`config.mk`:
```
export PLATFORM = sky130hd
export DESIGN_NAME = fee_top
export DESIGN_NICKNAME = d
export VERILOG_FILES = /design/src/rtl/fee_pkg.sv /design/src/rtl/fee_datapath.sv /design/src/rtl/fee_control.sv /design/src/rtl/fee_top.sv
export SDC_FILE = /design/constraint.sdc
export NUM_CORES = 1
export LEC_CHECK = 0
export ABC_AREA = 1
export CAP_MARGIN = 15
export CORE_MARGIN = 5
export CORE_UTILIZATION = 56
export CTS_CLUSTER_SIZE = 14
export DETAILED_ROUTE_END_ITERATION = 10
export PLACE_DENSITY_LB_ADDON = 0.2
export SETUP_SLACK_MARGIN = 0.1
export SKIP_CTS_REPAIR_TIMING = 1
export SYNTH_ARGS = -nofsm -noshare
export SYNTH_HDL_FRONTEND = slang
export SYNTH_HIERARCHICAL = 1
export SYNTH_SLANG_ARGS = --single-unit
```
`constraint.sdc`:
```
create_clock -name clk -period 4.1 [get_ports clk]
set_input_delay 0.41 -clock clk [delete_from_list [all_inputs] [get_ports clk]]
set_output_delay 0.41 -clock clk [all_outputs]
set_load 0.03 [all_outputs]
```
`src/rtl/fee_pkg.sv`:
```
package fee_pkg;
  typedef enum logic [1:0] {PH_WAIT = 2'd0, PH_DOWN = 2'd1, PH_UP = 2'd2} fee_phase_e;

  typedef struct packed {
    logic       load;      // load reload value
    logic       decr;      // count down
    logic       incr;      // count up
    logic       toUp;      // zero reached: turn around to 1
    logic       capture;   // evaluated pulse: latch counter and phase
    logic       dirNow;    // phase at capture (1 = up / fast)
    logic [1:0] trimStep;  // 0, 1 or 2 steps
    logic       trimRaise; // 1 = raise trim
  } fee_strobes_t;
endpackage

```
`src/rtl/fee_datapath.sv`:
```
module fee_datapath
  import fee_pkg::*;
#(
  parameter int CNT_W      = 16,
  parameter int TRIM_W     = 6,
  parameter int TRIM_RESET = 32
) (
  input  logic               clk,
  input  logic               rstN,
  input  fee_strobes_t       strb,
  input  logic [CNT_W-1:0]   reloadVal,
  output logic [CNT_W-1:0]   cntVal,
  output logic [CNT_W-1:0]   errCapture,
  output logic               capDirUp,
  output logic [TRIM_W-1:0]  trimVal,
  output logic               trimOvfEvt
);
  localparam logic [TRIM_W-1:0] TRIM_MAX  = '1;
  localparam logic [TRIM_W-1:0] TRIM_INIT = TRIM_W'(TRIM_RESET);

  logic [TRIM_W-1:0] stepExt;
  logic              stepping;

  assign stepExt    = TRIM_W'(strb.trimStep);
  assign stepping   = strb.capture && (stepExt != '0);
  assign trimOvfEvt = stepping &&
                      (strb.trimRaise ? (trimVal > (TRIM_MAX - stepExt)) : (trimVal < stepExt));

  // error counter
  always_ff @(posedge clk or negedge rstN) begin
    if (!rstN)          cntVal <= '0;
    else if (strb.load) cntVal <= reloadVal;
    else if (strb.toUp) cntVal <= CNT_W'(1);
    else if (strb.decr) cntVal <= cntVal - CNT_W'(1);
    else if (strb.incr) cntVal <= cntVal + CNT_W'(1);
  end

  // capture of the error and its sign
  always_ff @(posedge clk or negedge rstN) begin
    if (!rstN) begin
      errCapture <= '0;
      capDirUp   <= 1'b0;
    end else if (strb.capture) begin
      errCapture <= cntVal;
      capDirUp   <= strb.dirNow;
    end
  end

  // saturating trim
  always_ff @(posedge clk or negedge rstN) begin
    if (!rstN) trimVal <= TRIM_INIT;
    else if (stepping) begin
      if (trimOvfEvt)          trimVal <= strb.trimRaise ? TRIM_MAX : '0;
      else if (strb.trimRaise) trimVal <= trimVal + stepExt;
      else                     trimVal <= trimVal - stepExt;
    end
  end
endmodule

```
`src/rtl/fee_control.sv`:
```
module fee_control
  import fee_pkg::*;
#(
  parameter int CNT_W = 16,
  parameter int LIM_W = 8
) (
  input  logic             clk,
  input  logic             rstN,
  input  logic             syncPulse,
  input  logic [LIM_W-1:0] errLimit,
  input  logic [3:0]       intEn,
  input  logic [3:0]       clrVec,
  input  logic [CNT_W-1:0] cntVal,
  input  logic             trimOvfEvt,
  output fee_strobes_t     strb,
  output logic             isWaiting,
  output logic             flagOk,
  output logic             flagWarn,
  output logic             flagErr,
  output logic             flagExpSync,
  output logic             flagSyncErr,
  output logic             flagSyncMiss,
  output logic             flagTrimOvf,
  output logic             irq
);
  localparam int CMP_W = ((CNT_W > LIM_W + 7) ? CNT_W : LIM_W + 7) + 2;

  fee_phase_e phase, phaseNext;
  logic [CMP_W-1:0] cntX, cntNext, lim3, lim128;
  logic okEv, warnEv, serrEv, expEv, missEv, evalNow, isSlow;

  assign cntX    = CMP_W'(cntVal);
  assign cntNext = cntX + CMP_W'(1);
  assign lim3    = CMP_W'(errLimit) * CMP_W'(3);
  assign lim128  = CMP_W'(errLimit) << 7;
  assign evalNow = syncPulse && (phase != PH_WAIT);
  assign isSlow  = (phase == PH_DOWN);
  assign isWaiting = (phase == PH_WAIT);

  always_comb begin
    strb      = '0;
    phaseNext = phase;
    okEv = 1'b0; warnEv = 1'b0; serrEv = 1'b0; expEv = 1'b0; missEv = 1'b0;
    if (syncPulse) begin
      strb.load = 1'b1;
      phaseNext = PH_DOWN;
      if (evalNow) begin
        strb.capture   = 1'b1;
        strb.dirNow    = !isSlow;
        strb.trimRaise = isSlow;
        if (cntX < lim3) begin
          okEv          = 1'b1;
          strb.trimStep = (cntVal != '0) ? 2'd1 : 2'd0;
        end else if (cntX < lim128) begin
          warnEv        = 1'b1;
          strb.trimStep = 2'd2;
        end else begin
          serrEv        = isSlow;
        end
      end
    end else if (phase == PH_DOWN) begin
      if (cntVal == '0) begin
        strb.toUp = 1'b1;
        expEv     = 1'b1;
        phaseNext = PH_UP;
      end else begin
        strb.decr = 1'b1;
      end
    end else if (phase == PH_UP) begin
      strb.incr = 1'b1;
      if (cntNext >= lim128) begin
        missEv    = 1'b1;
        phaseNext = PH_WAIT;
      end
    end
  end

  always_ff @(posedge clk or negedge rstN) begin
    if (!rstN) phase <= PH_WAIT;
    else       phase <= phaseNext;
  end

  // sticky flags: set beats clear
  always_ff @(posedge clk or negedge rstN) begin
    if (!rstN) begin
      flagOk <= 1'b0; flagWarn <= 1'b0; flagExpSync <= 1'b0;
      flagSyncErr <= 1'b0; flagSyncMiss <= 1'b0; flagTrimOvf <= 1'b0;
    end else begin
      flagOk       <= (flagOk       && !clrVec[0]) || okEv;
      flagWarn     <= (flagWarn     && !clrVec[1]) || warnEv;
      flagSyncErr  <= (flagSyncErr  && !clrVec[2]) || serrEv;
      flagSyncMiss <= (flagSyncMiss && !clrVec[2]) || missEv;
      flagTrimOvf  <= (flagTrimOvf  && !clrVec[2]) || trimOvfEvt;
      flagExpSync  <= (flagExpSync  && !clrVec[3]) || expEv;
    end
  end

  assign flagErr = flagSyncErr || flagSyncMiss || flagTrimOvf;
  assign irq     = |({flagExpSync, flagErr, flagWarn, flagOk} & intEn);
endmodule

```
`src/rtl/fee_top.sv`:
```
module fee_top
  import fee_pkg::*;
#(
  parameter int CNT_W      = 16,
  parameter int LIM_W      = 8,
  parameter int TRIM_W     = 6,
  parameter int TRIM_RESET = 32
) (
  input  logic              clk,
  input  logic              rstN,
  input  logic              syncPulse,
  input  logic [CNT_W-1:0]  reloadVal,
  input  logic [LIM_W-1:0]  errLimit,
  input  logic [3:0]        intEn,
  input  logic [3:0]        clrVec,
  output logic [TRIM_W-1:0] trimVal,
  output logic [CNT_W-1:0]  errCapture,
  output logic              capDirUp,
  output logic              flagOk,
  output logic              flagWarn,
  output logic              flagErr,
  output logic              flagExpSync,
  output logic              flagSyncErr,
  output logic              flagSyncMiss,
  output logic              flagTrimOvf,
  output logic              irq
);
  fee_strobes_t     strb;
  logic [CNT_W-1:0] cntVal;
  logic             trimOvfEvt;
  logic             isWaiting;

  fee_control #(.CNT_W(CNT_W), .LIM_W(LIM_W)) ctrl (
    .clk(clk), .rstN(rstN), .syncPulse(syncPulse), .errLimit(errLimit),
    .intEn(intEn), .clrVec(clrVec), .cntVal(cntVal), .trimOvfEvt(trimOvfEvt),
    .strb(strb), .isWaiting(isWaiting), .flagOk(flagOk), .flagWarn(flagWarn),
    .flagErr(flagErr), .flagExpSync(flagExpSync), .flagSyncErr(flagSyncErr),
    .flagSyncMiss(flagSyncMiss), .flagTrimOvf(flagTrimOvf), .irq(irq)
  );

  fee_datapath #(.CNT_W(CNT_W), .TRIM_W(TRIM_W), .TRIM_RESET(TRIM_RESET)) dp (
    .clk(clk), .rstN(rstN), .strb(strb), .reloadVal(reloadVal),
    .cntVal(cntVal), .errCapture(errCapture), .capDirUp(capDirUp),
    .trimVal(trimVal), .trimOvfEvt(trimOvfEvt)
  );
endmodule

```
==> After elaboration in Yosys (flattened, before gate mapping) <==
Cells that the tools add are included.
{ "classes": {"addsub": 6, "n_mul": 1, "div_mod_pow": 0, "order_cmp": 5, "n_eq_ne": 3, "n_shift": 0, "mux": 42, "n_bitwise": 1, "n_reduce_logical": 31} }
{ "ops": {"columns": ["operator", "count"], "rows": [
  ["2-to-1 mux 16 bit", 4],
  ["2-to-1 mux 1 bit", 25],
  [">= comparator 18 x 15 -> 1 bit", 1],
  ["2-to-1 mux 6 bit", 3],
  ["adder 16 x 1 -> 17 bit, second input constant", 1],
  ["adder 16 x 1 -> 16 bit, second input constant", 1],
  ["zero test 16 bit", 1],
  ["< comparator 16 x 10 -> 1 bit", 1],
  ["< comparator 16 x 15 -> 1 bit", 1],
  ["nonzero test 16 bit", 1],
  ["subtractor 16 x 1 -> 16 bit, second input constant", 1],
  ["2-to-1 mux 2 bit", 7],
  ["multiplier 8 x 2 -> 10 bit, second input constant", 1],
  ["2-to-1 mux 5 bit", 2],
  ["logical AND 1 bit", 9],
  ["logical OR 1 bit", 8],
  ["adder 6 x 2 -> 6 bit", 1],
  ["> comparator 6 bit", 1],
  ["< comparator 6 x 2 -> 1 bit", 1],
  ["nonzero test 3 bit", 2],
  ["nonzero test 6 bit", 1],
  ["subtractor 6 x 2 -> 6 bit", 1],
  ["zero test 1 bit", 5],
  ["AND 4 bit", 1],
  ["9 further kinds", 9]
]} }
{ "totals": {"ff_bits": 47, "latchBits": 0, "ram_bits": 0, "mem_bits_ro": 0, "in_bits": 35, "out_inout_bits": 31, "word_cells": 100, "n_memories": 0} }

==> Longest topological paths before layout <==
{ "logic_depth": {"depth_word": 10, "depth_mapped": 26, "depth_no_buf": 26} }

==> Modules after synthesis <==
Netlist, hierarchy kept.
{ "modules_own_cells": {"columns": ["mod", "instances", "cells_each", "area_each_um2", "seq_area_each_um2"], "rows": [
  ["fee_datapath", 1, 391, 2912.8, 977.2],
  ["fee_control", 1, 262, 1629.1, 200.2]
]} }

==> Least setup slack after synthesis <==
No wires, ideal clock.
{ "synth_timing": {"path_type": "input-to-reg", "from": "input errLimit[0]", "to": "register dp.trimVal[4]", "setup_time_ns": 0.087, "t_arrival_ns": 3.716, "t_required_ns": 4.013, "path_slack_ns": 0.297, "stages": 20, "path_buffers": 0, "cell_sequence": "ha_1 > fa_1 > a21oi_1 > o21ai_0 > a21oi_1 > o21bai_1 > a21oi_1 > ha_1 > a2111oi_2 > nand3_1 > nor2_1 > ha_1 > inv_1 > fa_1 > inv_1 > nand2_1 > o22ai_1 > xor2_1 > nand2_1 > a22oi_1"} }
{ "synth_rtl": {"columns": ["item", "line_no", "source"], "rows": [
  ["start, declared", "fee_top.sv:13", "input logic [LIM_W-1:0] errLimit,"],
  ["end signal, assigned", "fee_datapath.sv:53", "if (trimOvfEvt) trimVal <= strb.trimRaise ? TRIM_MAX : '0;"],
  ["end signal, assigned", "fee_datapath.sv:54", "else if (strb.trimRaise) trimVal <= trimVal + stepExt;"],
  ["end signal, assigned", "fee_datapath.sv:55", "else trimVal <= trimVal - stepExt;"],
  ["end, declared", "fee_datapath.sv:15", "output logic [TRIM_W-1:0] trimVal,"]
]} }

==> impl_results.html <==
<table>
<tr><th>Metric</th><th>Value</th></tr>
<tr><th colspan="2">Outcome</th></tr>
<tr><td>Outcome</td><td>finished clean</td></tr>
<tr><th colspan="2">CTS</th></tr>
<tr><td>Clock transition at the registers of the reported paths</td><td>around 100 ps</td></tr>
<tr><td>Clock Tree Buf Depth</td><td>2</td></tr>
<tr><td>TritonCTS clock tree</td><td>built</td></tr>
<tr><td>Number of clock sinks</td><td>47</td></tr>
<tr><td>Skew-Pair Late Insertion Delay</td><td>slightly above 300 ps</td></tr>
<tr><td>Root cell of the clock tree</td><td>clkbuf_8</td></tr>
<tr><td>H-tree depth</td><td>2</td></tr>
<tr><td>Number of clock buffers inserted by TritonCTS</td><td>5</td></tr>
<tr><th colspan="2">Timing</th></tr>
<tr><td>Final hold slack</td><td>~470 ps</td></tr>
<tr><td>Relative slew margins</td><td>about 48%</td></tr>
<tr><td>Final critical path time including I/O delays and setup</td><td>slightly below 4000 ps</td></tr>
<tr><td>Slew at the pin closest to its max-slew limit</td><td>780 ps</td></tr>
<tr><td>Final hold violations</td><td>0</td></tr>
<tr><td>Setup repair after global routing missed its margin</td><td>false</td></tr>
<tr><td>Final setup violating endpoints</td><td>0</td></tr>
<tr><td>Max Clk Rate</td><td>~260 MHz</td></tr>
<tr><td>Final worst-path cycle share</td><td>between 90% and 100%</td></tr>
<tr><td>Clock Skews</td><td>14.4 ps</td></tr>
<tr><td>Final count of pins violating max slew</td><td>0</td></tr>
<tr><td>Minimum setup slack in the final design</td><td>~250 ps</td></tr>
<tr><th colspan="2">Worst hold path</th></tr>
<tr><td>Class of the most critical hold timing path</td><td>in2async</td></tr>
<tr><th colspan="2">Detailed routing</th></tr>
<tr><td>Drt pass-1 iters</td><td>5</td></tr>
<tr><td>Vias per cell</td><td>approximately 5.3</td></tr>
<tr><td>Total wire length</td><td>12.6 mm</td></tr>
<tr><td>DRC marker count from the first detailed-route iteration</td><td>309</td></tr>
<tr><td>Antenna Violating Nets Remaining</td><td>0</td></tr>
<tr><td>DRC violation count after routing</td><td>0</td></tr>
<tr><td>Routed wire length per instance</td><td>about 15 µm</td></tr>
<tr><td>Routed via count</td><td>around 4600</td></tr>
<tr><th colspan="2">Worst setup path</th></tr>
<tr><td>CP Max Fanout</td><td>4</td></tr>
<tr><td>Worst setup SP type</td><td>primary input</td></tr>
<tr><td>CP Class</td><td>in2reg</td></tr>
<tr><td>Most used cell along the critical path</td><td>inv_1</td></tr>
<tr><td>Data required time of the worst path</td><td>4330 ps</td></tr>
<tr><td>Crit-path cells</td><td>clkdlybuf4s50_1 &gt; inv_1 &gt; ha_4 &gt; inv_1 &gt; a221oi_2 &gt; nand2_1 &gt; xor2_1 &gt; ha_1 &gt; a2111oi_4 &gt; nand3_2 &gt; nor2_4 &gt; ha_2 &gt; inv_1 &gt; fa_1 &gt; inv_1 &gt; nand2_1 &gt; o22ai_2 &gt; xor2_1 &gt; nand2_1 &gt; a22oi_1</td></tr>
<tr><td>Max stage delay on crit path</td><td>about 520 ps</td></tr>
<tr><td>Crit path arrival time</td><td>between 4000 and 5000 ps</td></tr>
<tr><td>CP endpoint kind</td><td>flop</td></tr>
<tr><td>Slowest library cell on the worst path</td><td>clkdlybuf4s50_1</td></tr>
<tr><th colspan="2">Global routing</th></tr>
<tr><td>Maximum number of pins on one net before global-route repair</td><td>48</td></tr>
<tr><td>Busiest grt layer</td><td>met2</td></tr>
<tr><td>Remaining global-route overflow</td><td>0</td></tr>
<tr><td>Met1 GRT Util</td><td>between 30% and 40%</td></tr>
<tr><td>Global-route total usage across every layer</td><td>approximately 25%</td></tr>
<tr><td>Initial antenna violation count</td><td>0</td></tr>
<tr><td>Global Route met3 Usage</td><td>under 10%</td></tr>
<tr><td>Via count of the first global-routing pass</td><td>~4400</td></tr>
<tr><td>Met2 Usage GRT</td><td>between 40% and 50%</td></tr>
<tr><td>Wire length of the first global-routing pass</td><td>between 20 and 25 mm</td></tr>
<tr><th colspan="2">Placed design</th></tr>
<tr><td>Count of placed standard cells including taps</td><td>837</td></tr>
<tr><td>Routability congestion estimate</td><td>slightly above 0.9</td></tr>
<tr><td>HPWL after detailed placement</td><td>9.43 mm</td></tr>
<tr><td>Count of buffers from port buffering</td><td>between 60 and 70</td></tr>
<tr><td>Placement Setup Slack</td><td>-585 ps</td></tr>
<tr><th colspan="2">Logic synthesis</th></tr>
<tr><td>Register bit total from synthesis</td><td>47</td></tr>
<tr><td>Area share of the leading cell type in the synthesized netlist</td><td>~25%</td></tr>
<tr><td>Yosys warnings</td><td>6</td></tr>
<tr><td>Share of synthesized flip-flops with an asynchronous set or reset</td><td>100%</td></tr>
<tr><td>Distinct cell type count after synthesis</td><td>42</td></tr>
<tr><td>Synthesized area per cell</td><td>a little under 7 µm²</td></tr>
<tr><td>Ranking of synthesized cells by instance count</td><td>160 x nand2_1, 118 x inv_1, 66 x nor2_1</td></tr>
<tr><td>Cells after Synth</td><td>653</td></tr>
<tr><td>Summed instance area of the synthesized netlist</td><td>between 0.004 and 0.005 mm²</td></tr>
<tr><td>Most frequent cell after synthesis</td><td>nand2_1</td></tr>
<tr><td>Ranking of synthesized cells by area</td><td>dfrtp_1 25%, ha_1 14%, nand2_1 13%</td></tr>
<tr><td>Count of flip-flops with a built-in enable after synthesis</td><td>0</td></tr>
<tr><td>Sequential-to-total area share from yosys stat</td><td>25.9%</td></tr>
<tr><td>Mapped Nets</td><td>approximately 740</td></tr>
<tr><td>Yosys top cell by area</td><td>dfrtp_1</td></tr>
<tr><td>Primary flip-flop cell chosen by synthesis mapping</td><td>dfrtp_1</td></tr>
<tr><th colspan="2">Power</th></tr>
<tr><td>Total chip power</td><td>0.00283 W</td></tr>
<tr><td>Power per standard cell area</td><td>487 mW/mm²</td></tr>
<tr><td>Max rail drop VDD</td><td>0.320 mV</td></tr>
<tr><td>Static power due to leakage</td><td>a little over 3 nW</td></tr>
<tr><th colspan="2">Die</th></tr>
<tr><td>Floorplan die area</td><td>about 0.010 mm²</td></tr>
<tr><td>Num ports</td><td>66</td></tr>
<tr><td>Core region area</td><td>0.00781 mm²</td></tr>
<tr><td>Overall die width</td><td>roughly 100 µm</td></tr>
<tr><td>Effective utilization at floorplan</td><td>around three fifths</td></tr>
<tr><td>Die Y</td><td>roughly 100 µm</td></tr>
<tr><td>Number of placement rows</td><td>32</td></tr>
<tr><th colspan="2">Finish</th></tr>
<tr><td>N_diodes</td><td>0</td></tr>
<tr><td>Final Core Density</td><td>around 74%</td></tr>
<tr><td>Fraction of layout cells with a size suffix above 1</td><td>between 10 and 15%</td></tr>
<tr><td>Area Overhead vs Synth</td><td>27.9%</td></tr>
<tr><td>Fin cells</td><td>854</td></tr>
<tr><td>Nets@finish</td><td>between 800 and 900</td></tr>
<tr><th colspan="2">Flow run</th></tr>
<tr><td>MaxCap Viol Count</td><td>0</td></tr>
</table>
-- metal layers --
metal | vias up | share of wire (%)
met5 | - | 0
met1 | 2089 | 43
met4 | 0 | 1.8
li1 | 2305 | -
met2 | 141 | 50
met3 | 25 | 5.6
-- flip-flops by register name (all words and copies together), names as in the netlist --
| register | flops |
|---|---|
| ctrl/flagOk | 1 |
| ctrl/flagExpSync | 1 |
| dp/capDirUp | 1 |
| dp/cntVal | 16 |
| ctrl/flagSyncMiss | 1 |
| dp/errCapture | 16 |
| dp/trimVal | 6 |
| ctrl/flagTrimOvf | 1 |
| ctrl/phase | 2 |
| ctrl/flagSyncErr | 1 |
| ctrl/flagWarn | 1 |
-- worst max-delay path, delay by kind of cell --
family	cells	cell delay [ps]
xor+xnor	2	300
buf+inv	5	790
compound gates	4	970
simple gates	5	560
fa+ha+maj	4	1050
-- worst paths after layout --
path                                from            end  slack, ps  cells after the start
min                                 rstN   dp/cntVal[6]        470                      2
min in group clk           ctrl/phase[0]  ctrl/phase[0]        510                      2
max                          errLimit[6]  dp/trimVal[4]        250                     20
min reg2reg                ctrl/phase[0]  ctrl/phase[0]        510                      2
max in group asynchronous           rstN  dp/trimVal[5]       3110                      3
max reg2reg                 dp/cntVal[9]  dp/trimVal[2]        960                     18
-- cell type report --
type / count / area (µm²)
well taps: 102 / 128
flip-flops and latches: 47 / 1180
multi-input cells: 475 / 2980
fillers: 626 / 2000
clock buffers: 6 / 82.6
clock inverters: 2 / 38.8
repair buffers: 101 / 943
inverters: 121 / 459
-- cell usage in the layout (no fill, tap or decap), drive strengths merged --
cell type        n
a2111oi          1
a211oi           1
a21o             1
a21oi           65
a221oi           1
a22oi            5
buf             36
bufinv           1
clkbuf           6
clkdlybuf4s50   59
dfrtp           46
dfstp            1
dlygate4sd3      1
dlymetal6s2s     5
fa               4
ha              51
inv            122
mux2            11
nand2          160
nand3           39
nand3b           3
nand4           11
nor2            72
nor3             4
o2111ai          1
o211ai           1
o21a             2
o21ai           21
o21bai           3
o221ai           1
o22ai            1
or2              3
xnor2            1
xor2            12
-- power breakdown --
part | internal [W] | switching (W) | leakage (nW) | total, W
clock network | 0.000201 | 0.000169 | 0.0618 | 0.000370
logic | 0.000675 | 0.000964 | 2.45 | 0.00164
registers | 0.000602 | 0.000214 | 0.545 | 0.000816
total | 0.00148 | 0.00135 | 3.06 | 0.00283
-- through the flow --
step | setup TNS, ps | instance area, µm²
global placement | -2350 | 5450
finish | 0 | 5810
global route | 0 | 5810
detailed placement | -3510 | 5450
CTS | -1150 | 5570
floorplan | 0 | 4540
-- cell families (layout without fill, tap and decap cells) --
family          after synthesis  in the layout  share of synthesized area, %
fa+ha+maj                    55             55                          15.8
compound gates              104            104                          13.8
mux                          11             11                          2.73
flops                        47             47                          25.9
xor+xnor                     13             13                          2.51
buf+inv                     131            230                          11.7
simple gates                292            292                          27.5
(Power assumes the default switching activity.)
